$ cat config.mk
export PLATFORM = sky130hd
export DESIGN_NAME = tmr_wdt_core
export DESIGN_NICKNAME = d
export VERILOG_FILES = /design/src/rtl/tmr_pkg.sv /design/src/rtl/tmr_insn_clk.sv /design/src/rtl/tmr_pin_sync.sv /design/src/rtl/tmr_prescaler.sv /design/src/rtl/tmr_wdog.sv /design/src/rtl/tmr_wdt_core.sv
export SDC_FILE = /design/constraint.sdc
export NUM_CORES = 1
export LEC_CHECK = 0
export BUFFER_PORTS_ARGS = -buffer_cell sky130_fd_sc_hd__buf_2
export CAP_MARGIN = 30
export CORE_UTILIZATION = 32
export DETAILED_ROUTE_END_ITERATION = 8
export PLACE_DENSITY = 0.56
export SETUP_SLACK_MARGIN = 0.15
export SLEW_MARGIN = 20
export SYNTH_ARGS = -nofsm -noshare
export SYNTH_HDL_FRONTEND = slang
export SYNTH_SLANG_ARGS = --single-unit
$ cat constraint.sdc
create_clock -name clk -period 5.34 [get_ports clk]
set_input_delay 0.267 -clock clk [delete_from_list [all_inputs] [get_ports clk]]
set_output_delay 0.267 -clock clk [all_outputs]
set_load 0.005 [all_outputs]
$ cat src/rtl/tmr_pkg.sv
package tmr_pkg;

    localparam int CTL_W = 8;
    localparam int SEL_W = 3;

    typedef struct packed {
        logic             rsvd;
        logic             wd_en;
        logic             src_pin;
        logic             edge_fall;
        logic             psc_to_wd;
        logic [SEL_W-1:0] ratio;
    } tmr_ctl_t;

    localparam tmr_ctl_t CTL_RESET = '{
        rsvd:      1'b0,
        wd_en:     1'b0,
        src_pin:   1'b0,
        edge_fall: 1'b0,
        psc_to_wd: 1'b1,
        ratio:     '0
    };

    typedef enum logic [1:0] {PH_0, PH_1, PH_2, PH_3} insn_phase_e;

    typedef enum logic {PIN_LO, PIN_HI} pin_level_e;

    typedef enum logic {WD_RUN, WD_BITE} wd_state_e;

endpackage

$ cat src/rtl/tmr_insn_clk.sv
module tmr_insn_clk
    import tmr_pkg::*;
(
    input  logic clk,
    input  logic rst_n,
    output logic insn_tick
);

    insn_phase_e phase_q;
    insn_phase_e phase_d;

    always_ff @(posedge clk or negedge rst_n) begin
        if (!rst_n) begin
            phase_q <= PH_0;
        end else begin
            phase_q <= phase_d;
        end
    end

    always_comb begin
        unique case (phase_q)
            PH_0: phase_d = PH_1;
            PH_1: phase_d = PH_2;
            PH_2: phase_d = PH_3;
            PH_3: phase_d = PH_0;
        endcase
    end

    always_comb begin
        insn_tick = (phase_q == PH_3);
    end

    // one tick per four clocks, never two in a row
    a_r3_tick_spaced: assert property (@(posedge clk) disable iff (!rst_n)
        insn_tick |=> !insn_tick);

endmodule

$ cat src/rtl/tmr_pin_sync.sv
module tmr_pin_sync
    import tmr_pkg::*;
(
    input  logic clk,
    input  logic rst_n,
    input  logic pin_async,
    input  logic edge_fall,
    output logic pin_evt
);

    logic [1:0] sync_q;
    pin_level_e lvl_q;
    pin_level_e lvl_d;
    logic       rise;
    logic       fall;

    always_ff @(posedge clk or negedge rst_n) begin
        if (!rst_n) begin
            sync_q <= '0;
        end else begin
            sync_q <= {sync_q[0], pin_async};
        end
    end

    always_ff @(posedge clk or negedge rst_n) begin
        if (!rst_n) begin
            lvl_q <= PIN_LO;
        end else begin
            lvl_q <= lvl_d;
        end
    end

    always_comb begin
        lvl_d = lvl_q;
        rise  = 1'b0;
        fall  = 1'b0;
        unique case (lvl_q)
            PIN_LO: begin
                if (sync_q[1]) begin
                    lvl_d = PIN_HI;
                    rise  = 1'b1;
                end
            end
            PIN_HI: begin
                if (!sync_q[1]) begin
                    lvl_d = PIN_LO;
                    fall  = 1'b1;
                end
            end
        endcase
    end

    always_comb begin
        pin_evt = edge_fall ? fall : rise;
    end

    // a rising event reflects the pin as sampled two edges earlier
    a_r4_rise_from_pin: assert property (@(posedge clk) disable iff (!rst_n)
        (pin_evt && !edge_fall) |-> $past(pin_async, 2));

    // a falling event reflects a low pin two edges earlier
    a_r4_fall_from_pin: assert property (@(posedge clk) disable iff (!rst_n)
        (pin_evt && edge_fall) |-> !$past(pin_async, 2));

endmodule

$ cat src/rtl/tmr_prescaler.sv
module tmr_prescaler
    import tmr_pkg::*;
#(
    parameter int PSC_W = 8
) (
    input  logic             clk,
    input  logic             rst_n,
    input  logic             clr,
    input  logic             step_in,
    input  logic [SEL_W-1:0] ratio,
    input  logic             to_wd,
    output logic [PSC_W-1:0] cnt_q,
    output logic             step_out
);

    localparam int TAP_W = $clog2(PSC_W + 1);

    logic [TAP_W-1:0] tap_bits;
    logic [PSC_W-1:0] tap_mask;
    logic [PSC_W-1:0] cnt_dec;

    always_comb begin
        if (to_wd) begin
            tap_bits = TAP_W'(ratio);
        end else begin
            tap_bits = TAP_W'(ratio) + TAP_W'(1);
        end
    end

    for (genvar i = 0; i < PSC_W; i++) begin : g_tap
        assign tap_mask[i] = (TAP_W'(i) < tap_bits);
    end

    assign cnt_dec  = cnt_q - PSC_W'(1);
    assign step_out = step_in && !clr && ((cnt_dec & tap_mask) == '0);

    always_ff @(posedge clk or negedge rst_n) begin
        if (!rst_n) begin
            cnt_q <= '0;
        end else if (clr) begin
            cnt_q <= '0;
        end else if (step_in) begin
            cnt_q <= cnt_dec;
        end
    end

    // a clear leaves the counter at zero
    a_r8_clear_zero: assert property (@(posedge clk) disable iff (!rst_n)
        clr |=> (cnt_q == '0));

    // each input event lowers the count by exactly one
    a_r7_down_one: assert property (@(posedge clk) disable iff (!rst_n)
        (step_in && !clr) |=> (cnt_q == $past(cnt_q) - PSC_W'(1)));

    // without events or clear the count holds
    a_r7_hold: assert property (@(posedge clk) disable iff (!rst_n)
        (!step_in && !clr) |=> $stable(cnt_q));

endmodule

$ cat src/rtl/tmr_wdog.sv
module tmr_wdog
    import tmr_pkg::*;
#(
    parameter int TERM = 16
) (
    input  logic clk,
    input  logic rst_n,
    input  logic enable,
    input  logic step,
    input  logic clr,
    output logic bite
);

    localparam int CNT_W = $clog2(TERM);

    logic [CNT_W-1:0] cnt_q;
    wd_state_e        st_q;
    wd_state_e        st_d;
    logic             at_term;
    logic             fire;

    assign at_term = (cnt_q == CNT_W'(TERM - 1));
    assign fire    = enable && step && !clr && at_term;

    always_ff @(posedge clk or negedge rst_n) begin
        if (!rst_n) begin
            cnt_q <= '0;
        end else if (clr) begin
            cnt_q <= '0;
        end else if (enable && step) begin
            if (at_term) begin
                cnt_q <= '0;
            end else begin
                cnt_q <= cnt_q + CNT_W'(1);
            end
        end
    end

    always_ff @(posedge clk or negedge rst_n) begin
        if (!rst_n) begin
            st_q <= WD_RUN;
        end else begin
            st_q <= st_d;
        end
    end

    always_comb begin
        unique case (st_q)
            WD_RUN:  st_d = fire ? WD_BITE : WD_RUN;
            WD_BITE: st_d = fire ? WD_BITE : WD_RUN;
        endcase
    end

    always_comb begin
        bite = (st_q == WD_BITE);
    end

    // the time-out pulse is a single cycle
    a_r10_single_bite: assert property (@(posedge clk) disable iff (!rst_n)
        bite |=> !bite);

    // a disabled watchdog holds its count
    a_r11_hold_off: assert property (@(posedge clk) disable iff (!rst_n)
        (!enable && !clr) |=> ($stable(cnt_q) && !bite));

    // the clear strobe restarts the count and blocks a time-out
    a_r12_clear: assert property (@(posedge clk) disable iff (!rst_n)
        clr |=> (cnt_q == '0 && !bite));

endmodule

$ cat src/rtl/tmr_wdt_core.sv
module tmr_wdt_core
    import tmr_pkg::*;
#(
    parameter int TMR_W    = 8,
    parameter int PSC_W    = 8,
    parameter int WDT_TERM = 16
) (
    input  logic             clk,
    input  logic             rst_n,
    input  logic             ctl_wr,
    input  logic [CTL_W-1:0] ctl_wdata,
    output logic [CTL_W-1:0] ctl_rdata,
    input  logic             cnt_pin,
    input  logic             wdt_tick,
    input  logic             wdt_clr,
    input  logic             ovf_clr,
    output logic [TMR_W-1:0] tmr_value,
    output logic [PSC_W-1:0] psc_value,
    output logic             tmr_ovf,
    output logic             wdt_bite
);

    localparam logic [TMR_W-1:0] TMR_MAX = {TMR_W{1'b1}};

    tmr_ctl_t         ctl_q;
    tmr_ctl_t         ctl_in;
    logic             insn_tick;
    logic             pin_evt;
    logic             src_tick;
    logic             psc_in;
    logic             psc_clr;
    logic             psc_step;
    logic             tmr_step;
    logic             wd_step;
    logic [TMR_W-1:0] tmr_q;
    logic             ovf_q;

    always_comb begin
        ctl_in      = tmr_ctl_t'(ctl_wdata);
        ctl_in.rsvd = 1'b0;
    end

    always_ff @(posedge clk or negedge rst_n) begin
        if (!rst_n) begin
            ctl_q <= CTL_RESET;
        end else if (ctl_wr) begin
            ctl_q <= ctl_in;
        end
    end

    tmr_insn_clk u_insn (
        .clk       (clk),
        .rst_n     (rst_n),
        .insn_tick (insn_tick)
    );

    tmr_pin_sync u_pin (
        .clk       (clk),
        .rst_n     (rst_n),
        .pin_async (cnt_pin),
        .edge_fall (ctl_q.edge_fall),
        .pin_evt   (pin_evt)
    );

    always_comb begin
        src_tick = ctl_q.src_pin ? pin_evt : insn_tick;
        psc_in   = ctl_q.psc_to_wd ? (wdt_tick && ctl_q.wd_en) : src_tick;
        psc_clr  = ctl_wr || (wdt_clr && ctl_q.psc_to_wd);
        tmr_step = ctl_q.psc_to_wd ? src_tick : psc_step;
        wd_step  = ctl_q.psc_to_wd ? psc_step : wdt_tick;
    end

    tmr_prescaler #(
        .PSC_W (PSC_W)
    ) u_psc (
        .clk      (clk),
        .rst_n    (rst_n),
        .clr      (psc_clr),
        .step_in  (psc_in),
        .ratio    (ctl_q.ratio),
        .to_wd    (ctl_q.psc_to_wd),
        .cnt_q    (psc_value),
        .step_out (psc_step)
    );

    tmr_wdog #(
        .TERM (WDT_TERM)
    ) u_wdog (
        .clk    (clk),
        .rst_n  (rst_n),
        .enable (ctl_q.wd_en),
        .step   (wd_step),
        .clr    (wdt_clr),
        .bite   (wdt_bite)
    );

    always_ff @(posedge clk or negedge rst_n) begin
        if (!rst_n) begin
            tmr_q <= '0;
        end else if (tmr_step) begin
            tmr_q <= tmr_q + TMR_W'(1);
        end
    end

    always_ff @(posedge clk or negedge rst_n) begin
        if (!rst_n) begin
            ovf_q <= 1'b0;
        end else if (tmr_step && tmr_q == TMR_MAX) begin
            ovf_q <= 1'b1;
        end else if (ovf_clr) begin
            ovf_q <= 1'b0;
        end
    end

    assign ctl_rdata = ctl_q;
    assign tmr_value = tmr_q;
    assign tmr_ovf   = ovf_q;

    // the wrap lands on zero with the flag raised
    a_r9_wrap_flag: assert property (@(posedge clk) disable iff (!rst_n)
        (tmr_step && tmr_q == TMR_MAX) |=> (tmr_value == '0 && tmr_ovf));

    // the flag stays up until cleared
    a_r9_sticky: assert property (@(posedge clk) disable iff (!rst_n)
        (tmr_ovf && !ovf_clr) |=> tmr_ovf);

    // the timer never moves by more than one per cycle
    a_r5_step_bound: assert property (@(posedge clk) disable iff (!rst_n)
        1'b1 |=> (tmr_value == $past(tmr_value) ||
                  tmr_value == $past(tmr_value) + TMR_W'(1)));

    // a write shows up on the readback at the next cycle
    a_r2_write_seen: assert property (@(posedge clk) disable iff (!rst_n)
        ctl_wr |=> (ctl_rdata[CTL_W-2:0] == $past(ctl_wdata[CTL_W-2:0])));

endmodule

## Yosys cells after proc, flatten, opt, wreduce, memory -nomap -nowiden

Index checks and enable logic that the tools add are counted.

- Memory bits (writable): 0
- Flip-flop bits (word level): 34
- Logic and storage cells: 66
- Memory bits (read-only): 0
- Bits in latches: 0
- Memories: 0
- Input port bits: 15

- Shifts and indexed selects: 0
- Magnitude comparators: 8
- Multiply operators: 0
- Add/subtract/negate cells: 4
- Multiplexer cells: 19
- Div/mod/pow operators: 0
- Equality and inequality tests: 5
- Bitwise operators: 1
- Reduce and logical (&&, ||, !) cells: 16

Operators with widths:

| kind | number |
|---|---|
| < comparator 3 x 4 -> 1 bit (first input constant) | 4 |
| two-way mux 4 bit | 4 |
| two-way mux 8 bit | 2 |
| two-way mux 1 bit | 12 |
| adder 8 x 1 -> 8 bit (second input constant) | 1 |
| AND 8 bit | 1 |
| equality test 8 bit (second input constant) | 1 |
| logical AND 1 bit | 8 |
| logical NOT 8 bit | 1 |
| < comparator 1 x 4 -> 1 bit (first input constant) | 2 |
| < comparator 2 x 4 -> 1 bit (first input constant) | 2 |
| case mux 2 bit (4 select lines) | 1 |
| subtractor 8 x 1 -> 8 bit (second input constant) | 1 |
| nonzero test 2 bit | 3 |
| adder 3 x 1 -> 4 bit (second input constant) | 1 |
| adder 4 x 1 -> 4 bit (second input constant) | 1 |
| equality test 2 bit (second input constant) | 2 |
| equality test 4 bit (second input constant) | 1 |
| equality test 2 x 1 -> 1 bit (second input constant) | 1 |
| logical NOT 1 bit | 2 |
| logical NOT 2 bit | 1 |
| logical OR 1 bit | 1 |

## Depth between registers and ports, before layout

Gate-level depths: netlist (run 1).

- Depth after elaboration: 12
- Gate-level depth with buffers: 9

## By module

A second synthesis (run 1) with hierarchy kept.

- Cell total of the unflattened synthesis: 175
- Area total of the unflattened synthesis: 1,865.5 µm²

By module, submodules not included:

| module | times used | cells each | area each (µm²) |
|---|---|---|---|
| tmr_wdt_core | 1 | 58 | 732.0 |
| tmr_prescaler | 1 | 79 | 699.4 |
| tmr_wdog | 1 | 24 | 235.2 |
| tmr_insn_clk | 1 | 8 | 101.3 |
| tmr_pin_sync | 1 | 6 | 97.6 |

## Least setup slack after synthesis (run 1)

OpenSTA, ideal clock, no wires.

- Path type: register to register
- Start: reg u_psc.cnt_q[0]
- End: reg u_wdog.cnt_q[2]
- Stages on the path, launching flop included: 10
- Path slack: 2,741 ps
- Clock period less this slack: 2,599 ps
- Setup time: 128 ps
- Arrival: 2,472 ps
- Cell sequence: dfrtp_1 inv_1 ha_1 nor3b_1 nand2_1 xor2_1 o221ai_2 a2111oi_2 o21ai_1 mux2_1

- Word-level cells in the longest chain between the ends: 7

RTL lines:

| element | RTL line | text |
|---|---|---|
| from (decl) | tmr_prescaler.sv:12 | `output logic [PSC_W-1:0] cnt_q,` |
| from (signal assigned) | tmr_prescaler.sv:43 | `cnt_q <= cnt_dec;` |
| subtractor 8 x 1 -> 8 bit | tmr_prescaler.sv:34 | `assign cnt_dec = cnt_q - PSC_W'(1);` |
| AND 8 bit | tmr_prescaler.sv:35 | `assign step_out = step_in && !clr && ((cnt_dec & tap_mask) == '0);` |
| logical NOT 8 bit | tmr_prescaler.sv:35 |  |
| logical AND 1 bit | tmr_prescaler.sv:35 |  |
| two-way mux 1 bit | tmr_wdt_core.sv:70 | `wd_step = ctl_q.psc_to_wd ? psc_step : wdt_tick;` |
| logical AND 1 bit | tmr_wdog.sv:30 | `end else if (enable && step) begin` |
| nonzero test 2 bit (no source line) | -- |  |
| to (signal assigned) | tmr_wdog.sv:34 | `cnt_q <= cnt_q + CNT_W'(1);` |
| to (decl) | tmr_wdog.sv:16 | `logic [CNT_W-1:0] cnt_q;` |

Every way passes these cells.
A chain may end at the register's enable or synchronous reset.

## Worst setup path in the final report (run 1)

Ends and elaborated chain as after synthesis.

==> results of run 1 <==
==> power by group <==
part	total [mW]	leakage [nW]	internal (mW)	switching, mW
registers	0.342	0.436	0.290	0.0514
logic	0.199	0.533	0.0986	0.100
clock network	0.201	0.0472	0.104	0.0969
==> routing by layer <==
metal,track usage [%],vias up,routed length [µm]
li1,-,803,-
met1,18.2,760,1940
met2,23.8,37,2010
met3,2.58,5,165
met4,5.00,0,56
met5,0,-,0
==> flip-flops by register name, summed over array words and instances (netlist names) <==
register	count
ctl_rdata	7
tmr_ovf	1
tmr_value	8
u_insn.phase_q	2
u_pin.lvl_q	1
u_pin.sync_q	2
u_psc.cnt_q	8
u_wdog.bite	1
u_wdog.cnt_q	4
==> area by class of cell <==
| class | count | area share, % |
|---|---|---|
| clock buffers | 6 | 3.60 |
| clock inverters | 2 | 0.546 |
| inverters | 8 | 1.31 |
| multi-input cells | 151 | 45.0 |
| flip-flops and latches | 34 | 37.2 |
| well taps | 75 | 4.09 |
| repair buffers | 38 | 8.29 |
==> Yosys cell counts, types with 2 or more instances <==
cell / number / area, µm²
a211o_1: 2 / 17.5
a211oi_2: 2 / 25.0
a21oi_1: 13 / 65.1
a31oi_1: 4 / 25.0
and3_1: 2 / 12.5
buf_2: 2 / 10.0
buf_4: 5 / 37.5
clkbuf_1: 5 / 18.8
dfrtp_1: 33 / 826
ha_1: 7 / 87.6
inv_1: 8 / 30.0
mux2_2: 6 / 67.6
nand2_1: 10 / 37.5
nand2b_1: 5 / 31.3
nand3_1: 5 / 25.0
nor2_1: 20 / 75.1
nor2b_1: 2 / 12.5
nor3_1: 2 / 10.0
o2111ai_1: 5 / 43.8
o21ai_0: 20 / 100
o21ai_1: 2 / 10.0
o22ai_1: 2 / 12.5
or2_2: 4 / 25.0
or3b_1: 3 / 26.3
xnor2_1: 12 / 105
==> worst paths after layout <==
kind / start / to / slack (ps) / cells past startpoint
max in group asynchronous: rst_n / u_psc.cnt_q[7]$_DFFE_PN0P_ / 4790 / 1
setup / recovery: u_psc.cnt_q[0]$_DFFE_PN0P_ / u_wdog.cnt_q[2]$_DFFE_PN0P_ / 2460 / 9
min in group clk: cnt_pin / u_pin.sync_q[0]$_DFF_PN0_ / 90 / 1
hold / removal: rst_n / u_psc.cnt_q[4]$_DFFE_PN0P_ / 50 / 1
hold reg to reg: u_pin.sync_q[0]$_DFF_PN0_ / u_pin.sync_q[1]$_DFF_PN0_ / 350 / 0
setup reg to reg: u_psc.cnt_q[0]$_DFFE_PN0P_ / u_wdog.cnt_q[2]$_DFFE_PN0P_ / 2460 / 9
==> cell families (layout without fill, tap and decap cells) <==
| group | Yosys count | count (layout) | share of synthesized area, % |
|---|---|---|---|
| flip-flops | 34 | 34 | 42.9 |
| multiplexers | 7 | 7 | 3.97 |
| AO/OA/AOI/OAI | 63 | 63 | 21.7 |
| XOR/XNOR | 13 | 13 | 5.74 |
| buffers and inverters | 21 | 54 | 5.04 |
| other | 1 | 1 | 0.189 |
| adder cells (fa/ha/maj) | 7 | 7 | 4.41 |
| AND/OR/NAND/NOR | 60 | 60 | 16.0 |
==> through the flow <==
step | instances | power [mW] | util [%] | setup WS, ps
floorplan | 206 | 0.481 | - | 2740
global placement | 306 | 0.545 | 36.9 | 2460
detailed placement | 306 | 0.549 | 36.9 | 2460
CTS | 314 | 0.755 | 38.5 | 2440
global route | 314 | 0.796 | 38.5 | 2150
finish | 314 | 0.741 | 38.5 | 2460
==> results by group, run 1 <==
Run status
  • Status: finished, final reports clean

STA
  • Setup TNS: 0 ps
  • Tmin final: 2880 ps
  • Final Max Slew Viols: 0
  • Final setup viols: 0
  • Hold Vio Cnt, Final: 0
  • Period utilization: 53.9%
  • Max_slew headroom: 48.6%
  • Slew @ Worst Pin: 771 ps
  • Hold_ws: 51.8 ps
  • RSZ-0062 raised after global routing: no
  • Clock Skews: 2.99 ps
  • F_max: 0.348 GHz

Placement
  • HPWL after DPL: 3010 µm
  • Gpl congestion: 0.771
  • IO Port Bufs: 38
  • Placed inst area: 2200 µm²

Setup path
  • Cell Chain, Critical Path: inv_1, ha_1, nor3b_1, nand2_1, xor2_1, o221ai_2, a2111oi_2, o21ai_1, mux2_1
  • CP top delay family: compound AO/OA/AOI/OAI gates
  • CP Capture Type: register
  • Max incr delay on CP: 540 ps
  • CP Class: register to register
  • CP startpoint kind: register
  • CP arrival: 3040 ps
  • CP Max Fanout: 7
  • WP data required: 5510 ps
  • CP bufs+invs: 1
  • Slowest-stage cell, CP: a2111oi_2

Synthesis
  • Post-synth cell types: 50
  • Top_reg_cell synth: dfrtp_1
  • Yosys warning total: 0
  • Number of enable flip-flop cells after synthesis: 0
  • Cells after Synth: 206
  • Yosys reg bits: 34
  • Syn nets: 228
  • Mapped Area: 1980 µm²
  • Post-synthesis sequential area ratio: 42.9%
  • Avg Cell Area, Syn: 9.63 µm²
  • Ys async rst share: 100%

Clock network
  • CTS clk-pin slew, worst paths: 70 ps
  • Post-CTS setup buffers: 0
  • CTS sink cnt: 34
  • TritonCTS clock tree: built
  • Clk root buf: clkbuf_8
  • Hold-fix buffers, CTS: 0
  • Longest Clk Path Bufs: 2
  • Clock buffer count from CTS: 5
  • Post-cts resize count: 0
  • Latest clock arrival within the worst-skew pair: 280 ps
  • H-Tree Depth: 2

Power and ir drop
  • Pwr dens: 323 nW/µm²
  • LEAKAGE: 1.02 nW
  • VDD IR max: 0.169 mV

Min path
  • Hold WC Path Type: input pin to async pin

Layout
  • Number of diodes: 0
  • Layout area overhead: 15.6%
  • Filler cell count: 638
  • Share of layout cells above drive strength 1: 27.2%
  • Final instance area: 2290 µm²
  • Multi-input logic area: 1030 µm²
  • Commonest non-fill, non-tap cell in the layout: buf_2
  • Most frequent cells in the layout: buf_2 (38), dfrtp_1 (33), nor2_1 (20), o21ai_0 (20), a21oi_1 (13)
  • NumNets Final: 260
  • Reg area: 852 µm²

Routing
  • DR WL/cell: 13.3 µm
  • First-pass DRT Iterations: 4
  • Total Wirelength: 4170 µm
  • Vias: 1,605
  • Final antenna-violating net count: 0
  • Drc violations: 0
  • 1st-iter DRT viols: 166
  • Vias per cell: 5.11

Global route
  • Pin count of the biggest net entering global routing: 35
  • Vias in the first global route: 1,579
  • Grt ovf: 0
  • Initial antenna violation count: 0
  • First-pass GRT wire length: 7230 µm
  • Total track usage: 14.2%

Floorplanning
  • Placement Rows: 28
  • Die footprint: 6520 µm²
  • CORE AREA: 5960 µm²
  • Starting Density: 33.3%
  • Die W: 80.8 µm
  • Number of top-level pins: 41
  • Die Ht: 80.8 µm

Job
  • Max Cap Viol: 0
Power figures use the tool's default switching activity.
==> run 2: changes to the inputs <==
--- a/config.mk
+++ b/config.mk
@@ -9,7 +9,7 @@
 export CAP_MARGIN = 30
 export CORE_UTILIZATION = 32
 export DETAILED_ROUTE_END_ITERATION = 8
-export PLACE_DENSITY = 0.56
+export PLACE_DENSITY = 0.58
 export SETUP_SLACK_MARGIN = 0.15
 export SLEW_MARGIN = 20
 export SYNTH_ARGS = -nofsm -noshare
==> constraint.sdc (replaced) <==
create_clock -name clk -period 2.53 [get_ports clk]
set_input_delay 0.1265 -clock clk [delete_from_list [all_inputs] [get_ports clk]]
set_output_delay 0.1265 -clock clk [all_outputs]
set_load 0.005 [all_outputs]
==> results by group, run 2 (synthesized netlist as in run 1, its figures left out) <==
Floorplanning
  • Starting Density: 33.3% (unchanged)
  • Die Ht: 80.8 µm (unchanged)
  • Die W: 80.8 µm (unchanged)
  • Number of top-level pins: 41 (unchanged)
  • Placement Rows: 28 (unchanged)
  • CORE AREA: 5960 µm² (unchanged)
  • Die footprint: 6520 µm² (unchanged)

Setup path
  • Worst Setup SP: ctl_rdata[0]$_DFFE_PN0P_
  • Worst reg2reg endpoint: tmr_value[1]$_DFFE_PN0P_
  • R2R Path Start: ctl_rdata[0]$_DFFE_PN0P_
  • FF-to-FF path depth: 9 (unchanged)
  • CP endpoint: tmr_value[1]$_DFFE_PN0P_
  • CP arrival: 2630 ps (-410 ps)
  • CP Capture Type: register
  • CP Max Fanout: 7 (unchanged)
  • Reg2Reg Setup Slack: 80 ps (-2380 ps)
  • WP data required: 2710 ps (-2800 ps)
  • CP startpoint kind: register
  • CP Class: register to register

STA
  • Max_slew headroom: 48.0% (-0.57 points)
  • Period utilization: 96.7% (+43 points)
  • Final setup viols: 0 (unchanged)
  • Hold Vio Cnt, Final: 0 (unchanged)
  • F_max: 0.409 GHz (+18%)
  • Final Max Slew Viols: 0 (unchanged)
  • RSZ-0062 raised after global routing: yes
  • Tmin final: 2450 ps (-430 ps)
  • Clock Skews: 5.66 ps (+2.67 ps)
  • Slew @ Worst Pin: 779 ps (+8.60 ps)

Clock network
  • Latest clock arrival within the worst-skew pair: 290 ps (about the same)
  • CTS clk-pin slew, worst paths: 80 ps (about the same)
  • Clock buffer count from CTS: 5 (unchanged)
  • CTS sink cnt: 34 (unchanged)
  • H-Tree Depth: 2 (unchanged)
  • Longest Clk Path Bufs: 2 (unchanged)
  • TritonCTS clock tree: built
  • Clk root buf: clkbuf_8

Power and ir drop
  • VDD IR max: 0.442 mV (+160%)
  • Pwr dens: 689 nW/µm² (+110%)
  • Tot Pwr: 1.85 mW (+150%)
  • LEAKAGE: 1.17 nW (+16%)

Job
  • Max Cap Viol: 0 (unchanged)

Layout
  • Number of diodes: 0 (unchanged)
  • Most frequent cells in the layout: buf_2 (38), dfrtp_1 (33), nor2_1 (18), o21ai_0 (18), buf_4 (16)
  • Reg area: 852 µm² (unchanged)
  • Commonest non-fill, non-tap cell in the layout: buf_2
  • Finished Layout Cells: 337 (+7.3%)
  • Final instance area: 2690 µm² (+17%)
  • Multi-input logic area: 1200 µm² (+17%)
  • Fin util: 45.2% (+6.7 points)
  • Share of layout cells above drive strength 1: 41.2% (+14 points)
  • NumNets Final: 283 (+8.8%)
  • Layout area overhead: 35.6%
  • Filler cell count: 602 (-5.6%)

Placement
  • Placed inst area: 2360 µm² (+7.2%)
  • IO Port Bufs: 38 (unchanged)
  • HPWL after DPL: 3190 µm (+6.2%)
  • Gpl congestion: 0.765 (-0.83%)
  • DP Cell Count: 321 (+4.9%)

Routing
  • Total Wirelength: 4690 µm (+12%)
  • Vias: 1,756 (+9.4%)
  • First-pass DRT Iterations: 4 (unchanged)
  • DR WL/cell: 13.9 µm (+4.7%)
  • 1st-iter DRT viols: 119 (-28%)
  • Final antenna-violating net count: 0 (unchanged)
  • Vias per cell: 5.21 (+1.9%)
  • Drc violations: 0 (unchanged)

Global route
  • First-pass GRT wire length: 7650 µm (+5.8%)
  • Initial antenna violation count: 0 (unchanged)
  • Total track usage: 15.4% (+1.2 points)
  • Pin count of the biggest net entering global routing: 35 (unchanged)
  • Grt ovf: 0 (unchanged)
  • Vias in the first global route: 1,644 (+4.1%)

Run status
  • Status: finished, final reports clean

Min path
  • Hold WC Path Type: input pin to register
## run 2: how the worst min path moves through the flow
stage,from,to,slack (ps),depth (start not counted)
finish,ovf_clr,tmr_ovf$_DFFE_PN0P_,30,2
global route,ovf_clr,tmr_ovf$_DFFE_PN0P_,9,2
CTS,ovf_clr,tmr_ovf$_DFFE_PN0P_,20,2
detailed placement,cnt_pin,u_pin.sync_q[0]$_DFF_PN0_,240,1
global placement,cnt_pin,u_pin.sync_q[0]$_DFF_PN0_,240,1
floorplan,rst_n,ctl_rdata[0]$_DFFE_PN0P_,-170,0
## run 2: cell type report
| cell class | count | share of cell area (%) |
|---|---|---|
| multi-input combinational | 151 | 44.8 |
| clock buffer | 5 | 2.56 |
| timing repair buffer | 61 | 14.7 |
| sequential | 34 | 31.7 |
| inverter | 8 | 1.12 |
| tap | 75 | 3.49 |
| clock inverter | 3 | 1.67 |
## run 2: critical path: stages, from the launching register on
cell,delay [ps]
dfrtp_1,420
ha_4,270
or3b_4,380
a21oi_2,110
o31a_1,170
o221ai_4,130
a211oi_2,300
buf_6,200
nor2_4,50
mux2_4,310
## run 2: metal layers
| layer | vias to the layer above | routed length (µm) | global-route usage, % |
|---|---|---|---|
| met1 | 871 | 2130 | 19.8 |
| li1 | 851 | - | - |
| met2 | 27 | 2360 | 25.6 |
| met3 | 7 | 131 | 3.15 |
| met5 | - | 0 | 0 |
| met4 | 0 | 70 | 5.36 |
## run 2: per-stage QoR
stage / hold slack, ps / setup TNS [ps] / worst slack [ps]
global placement: 244 / 0 / 75.4
finish: 27.3 / 0 / 84.1
floorplan: -169 / 0 / 156
detailed placement: 242 / 0 / 69.3
global route: 9.27 / -30.0 / -16.5
CTS: 22.8 / 0 / 116
## run 2: where the power goes
part	internal, mW	leakage (nW)	switching, mW	total (mW)
logic	0.318	0.688	0.295	0.613
registers	0.612	0.436	0.115	0.727
clock network	0.293	0.0504	0.221	0.514
total	1.22	1.17	0.632	1.85
## run 2: repair_timing
| action | 4_1_cts | 5_1_grt |
|---|---|---|
| hold buffers | 2 | 0 |
| setup endpoints to repair | 5 | 14 |
| resized for setup | 6 | 26 |
| buffers inserted | 3 | 3 |
| pin swaps | 9 | 23 |
| endpoints found under the hold margin | 34 | 0 |
==> run 3: changes to the inputs <==
--- a/config.mk
+++ b/config.mk
@@ -7,9 +7,11 @@
 export LEC_CHECK = 0
 export BUFFER_PORTS_ARGS = -buffer_cell sky130_fd_sc_hd__buf_2
 export CAP_MARGIN = 30
+export CELL_PAD_IN_SITES_DETAIL_PLACEMENT = 1
+export CELL_PAD_IN_SITES_GLOBAL_PLACEMENT = 1
 export CORE_UTILIZATION = 32
 export DETAILED_ROUTE_END_ITERATION = 8
-export PLACE_DENSITY = 0.58
+export PLACE_DENSITY = 0.71
 export SETUP_SLACK_MARGIN = 0.15
 export SLEW_MARGIN = 20
 export SYNTH_ARGS = -nofsm -noshare
==> results by group, run 3 (synthesized netlist as in run 1, its figures left out) <==
Setup path
  • Worst Setup SP: ctl_rdata[1]$_DFFE_PN0P_
  • CP startpoint kind: register
  • Max incr delay on CP: 440 ps (+20 ps)
  • CP Capture Type: register
  • Worst reg2reg endpoint: u_wdog.cnt_q[3]$_DFFE_PN0P_
  • CP Class: register to register
  • Most common cell on crit path: a21oi_2
  • R2R Path Start: ctl_rdata[1]$_DFFE_PN0P_
  • CP Max Fanout: 5 (-2)
  • Cell Chain, Critical Path: ha_4, or3b_4, a21oi_2, o31a_1, o221ai_4, a2111o_1, a211o_1, a21oi_2
  • Reg2Reg Setup Slack: 110 ps (+20 ps)
  • FF-to-FF path depth: 8 (-1)
  • CP arrival: 2640 ps (about the same)
  • WP data required: 2750 ps (+40 ps)
  • Slowest-stage cell, CP: a2111o_1

Floorplanning
  • Die Ht: 80.8 µm (unchanged)
  • Die footprint: 6520 µm² (unchanged)
  • Number of top-level pins: 41 (unchanged)
  • CORE AREA: 5960 µm² (unchanged)
  • Placement Rows: 28 (unchanged)
  • Die W: 80.8 µm (unchanged)
  • Starting Density: 33.3% (unchanged)

STA
  • Clock Skews: 7.15 ps (+1.49 ps)
  • Final Max Slew Viols: 0 (unchanged)
  • Final setup viols: 0 (unchanged)
  • Final worst slack: 106 ps (+21.5 ps)
  • Tmin final: 2420 ps (-21.5 ps)
  • Period utilization: 95.8% (-0.85 points)
  • Max_slew headroom: 48.2% (+0.19 points)
  • Slew @ Worst Pin: 776 ps (-2.84 ps)
  • RSZ-0062 raised after global routing: yes
  • Hold Vio Cnt, Final: 0 (unchanged)
  • F_max: 0.412 GHz (+0.88%)

Clock network
  • Latest clock arrival within the worst-skew pair: 290 ps (about the same)
  • CTS sink cnt: 34 (unchanged)
  • Clock buffer count from CTS: 5 (unchanged)
  • Clk root buf: clkbuf_8
  • CTS clk-pin slew, worst paths: 70 ps (about the same)
  • Longest Clk Path Bufs: 2 (unchanged)
  • H-Tree Depth: 2 (unchanged)
  • TritonCTS clock tree: built

Layout
  • Share of layout cells above drive strength 1: 39.2% (-2.0 points)
  • Fin util: 43.9% (-1.3 points)
  • Layout area overhead: 31.7%
  • Most frequent cells in the layout: buf_2 (38), dfrtp_1 (33), buf_4 (20), o21ai_0 (19), nor2_1 (17)
  • Number of diodes: 0 (unchanged)
  • Commonest non-fill, non-tap cell in the layout: buf_2
  • NumNets Final: 282 (-0.35%)

Placement
  • IO Port Bufs: 38 (unchanged)
  • Gpl congestion: 0.836 (+9.3%)
  • Post-Place Setup Slack: 38.2 ps (-31.1 ps)
  • HPWL after DPL: 3670 µm (+15%)

Routing
  • Drc violations: 0 (unchanged)
  • Vias: 1,755 (-0.057%)
  • Final antenna-violating net count: 0 (unchanged)
  • Vias per cell: 5.24 (+0.54%)
  • Total Wirelength: 5080 µm (+8.4%)
  • First-pass DRT Iterations: 4 (unchanged)
  • DR WL/cell: 15.2 µm (+9.0%)
  • 1st-iter DRT viols: 62 (-48%)

Global route
  • Pin count of the biggest net entering global routing: 35 (unchanged)
  • Vias in the first global route: 1,810 (+10%)
  • Initial antenna violation count: 0 (unchanged)
  • Total track usage: 17.2% (+1.8 points)
  • First-pass GRT wire length: 8590 µm (+12%)
  • Grt ovf: 0 (unchanged)

Power and ir drop
  • VDD IR max: 0.385 mV (-13%)
  • LEAKAGE: 1.15 nW (-2.2%)
  • Pwr dens: 700 nW/µm² (+1.5%)

Min path
  • Hold Crit Start: ovf_clr
  • Hold Path Stages: 2 (unchanged)
  • Hold Path End: tmr_ovf$_DFFE_PN0P_
  • Hold WC Path Type: input pin to register

Run status
  • Status: finished, final reports clean

Job
  • Max Cap Viol: 0 (unchanged)
## run 3: changes by cell type in the layout (fill, tap and decap cells not counted), moves of 2 or more
cell and delta:
buf_4 +4, buf_6 -4, clkinvlp_4 -2, mux2_4 -2, nor2_2 +3, nor2_4 -2
or3b_1 +2, or3b_4 -2, xnor2_1 +2, xnor2_2 -2
## run 3: metal layers
| layer | share of wire, % | GRT usage (%) | wire, µm |
|---|---|---|---|
| met1 | 45 | 20.8 | 2280 |
| met2 | 51 | 30.8 | 2600 |
| met3 | 2.4 | 3.15 | 124 |
| met4 | 1.5 | 5.36 | 74 |
| met5 | 0 | 0 | 0 |
## run 3: cell type report
type	count	area (µm²)
clock buffer	6	82.6
clock inverter	1	30.0
fill	701	3340
inverter	8	30.0
multi-input combinational	151	1160
sequential	34	852
tap	75	93.8
timing repair buffer	60	360
## run 3: critical path, delay by kind of cell (launching register included)
family / cells / cell delay (ps)
AND/OR/NAND/NOR: 1 / 380
AO/OA/AOI/OAI: 6 / 1270
adder cells (fa/ha/maj): 1 / 270
flip-flops: 1 / 420
## run 3: per-stage QoR
step           instance area, µm²  hold WS (ps)  power [mW]  std cells  setup TNS (ps)
6_report                     2610          18.3        1.83        335               0
5_1_grt                      2610          16.9        1.93        335           -9.34
4_1_cts                      2580          12.9        1.84        334               0
3_5_place_dp                 2360           244        1.24        323               0
3_3_place_gp                 2360           242        1.23        323               0
2_1_floorplan                2020          -169        1.03        206               0
## run 3: power by group
group	internal, mW	switching (mW)	leakage, nW
clock	0.315	0.203	0.0573
combinational	0.293	0.295	0.656
sequential	0.613	0.108	0.436
## run 3: timing repair
item                                    CTS  global route
pin swaps                                19             5
endpoints found under the hold margin    34             0
buffers inserted                          2             1
gates resized for setup                  12             7
hold buffers                              2             0
endpoints found under the setup margin   12            14
## run 3: worst max-delay path by stage
stage                                  end
2_1_floorplan  u_wdog.cnt_q[3]$_DFFE_PN0P_
3_3_place_gp   u_wdog.cnt_q[3]$_DFFE_PN0P_
3_5_place_dp   u_wdog.cnt_q[3]$_DFFE_PN0P_
4_1_cts        u_wdog.cnt_q[3]$_DFFE_PN0P_
5_1_grt        u_wdog.cnt_q[3]$_DFFE_PN0P_
6_report       u_wdog.cnt_q[3]$_DFFE_PN0P_
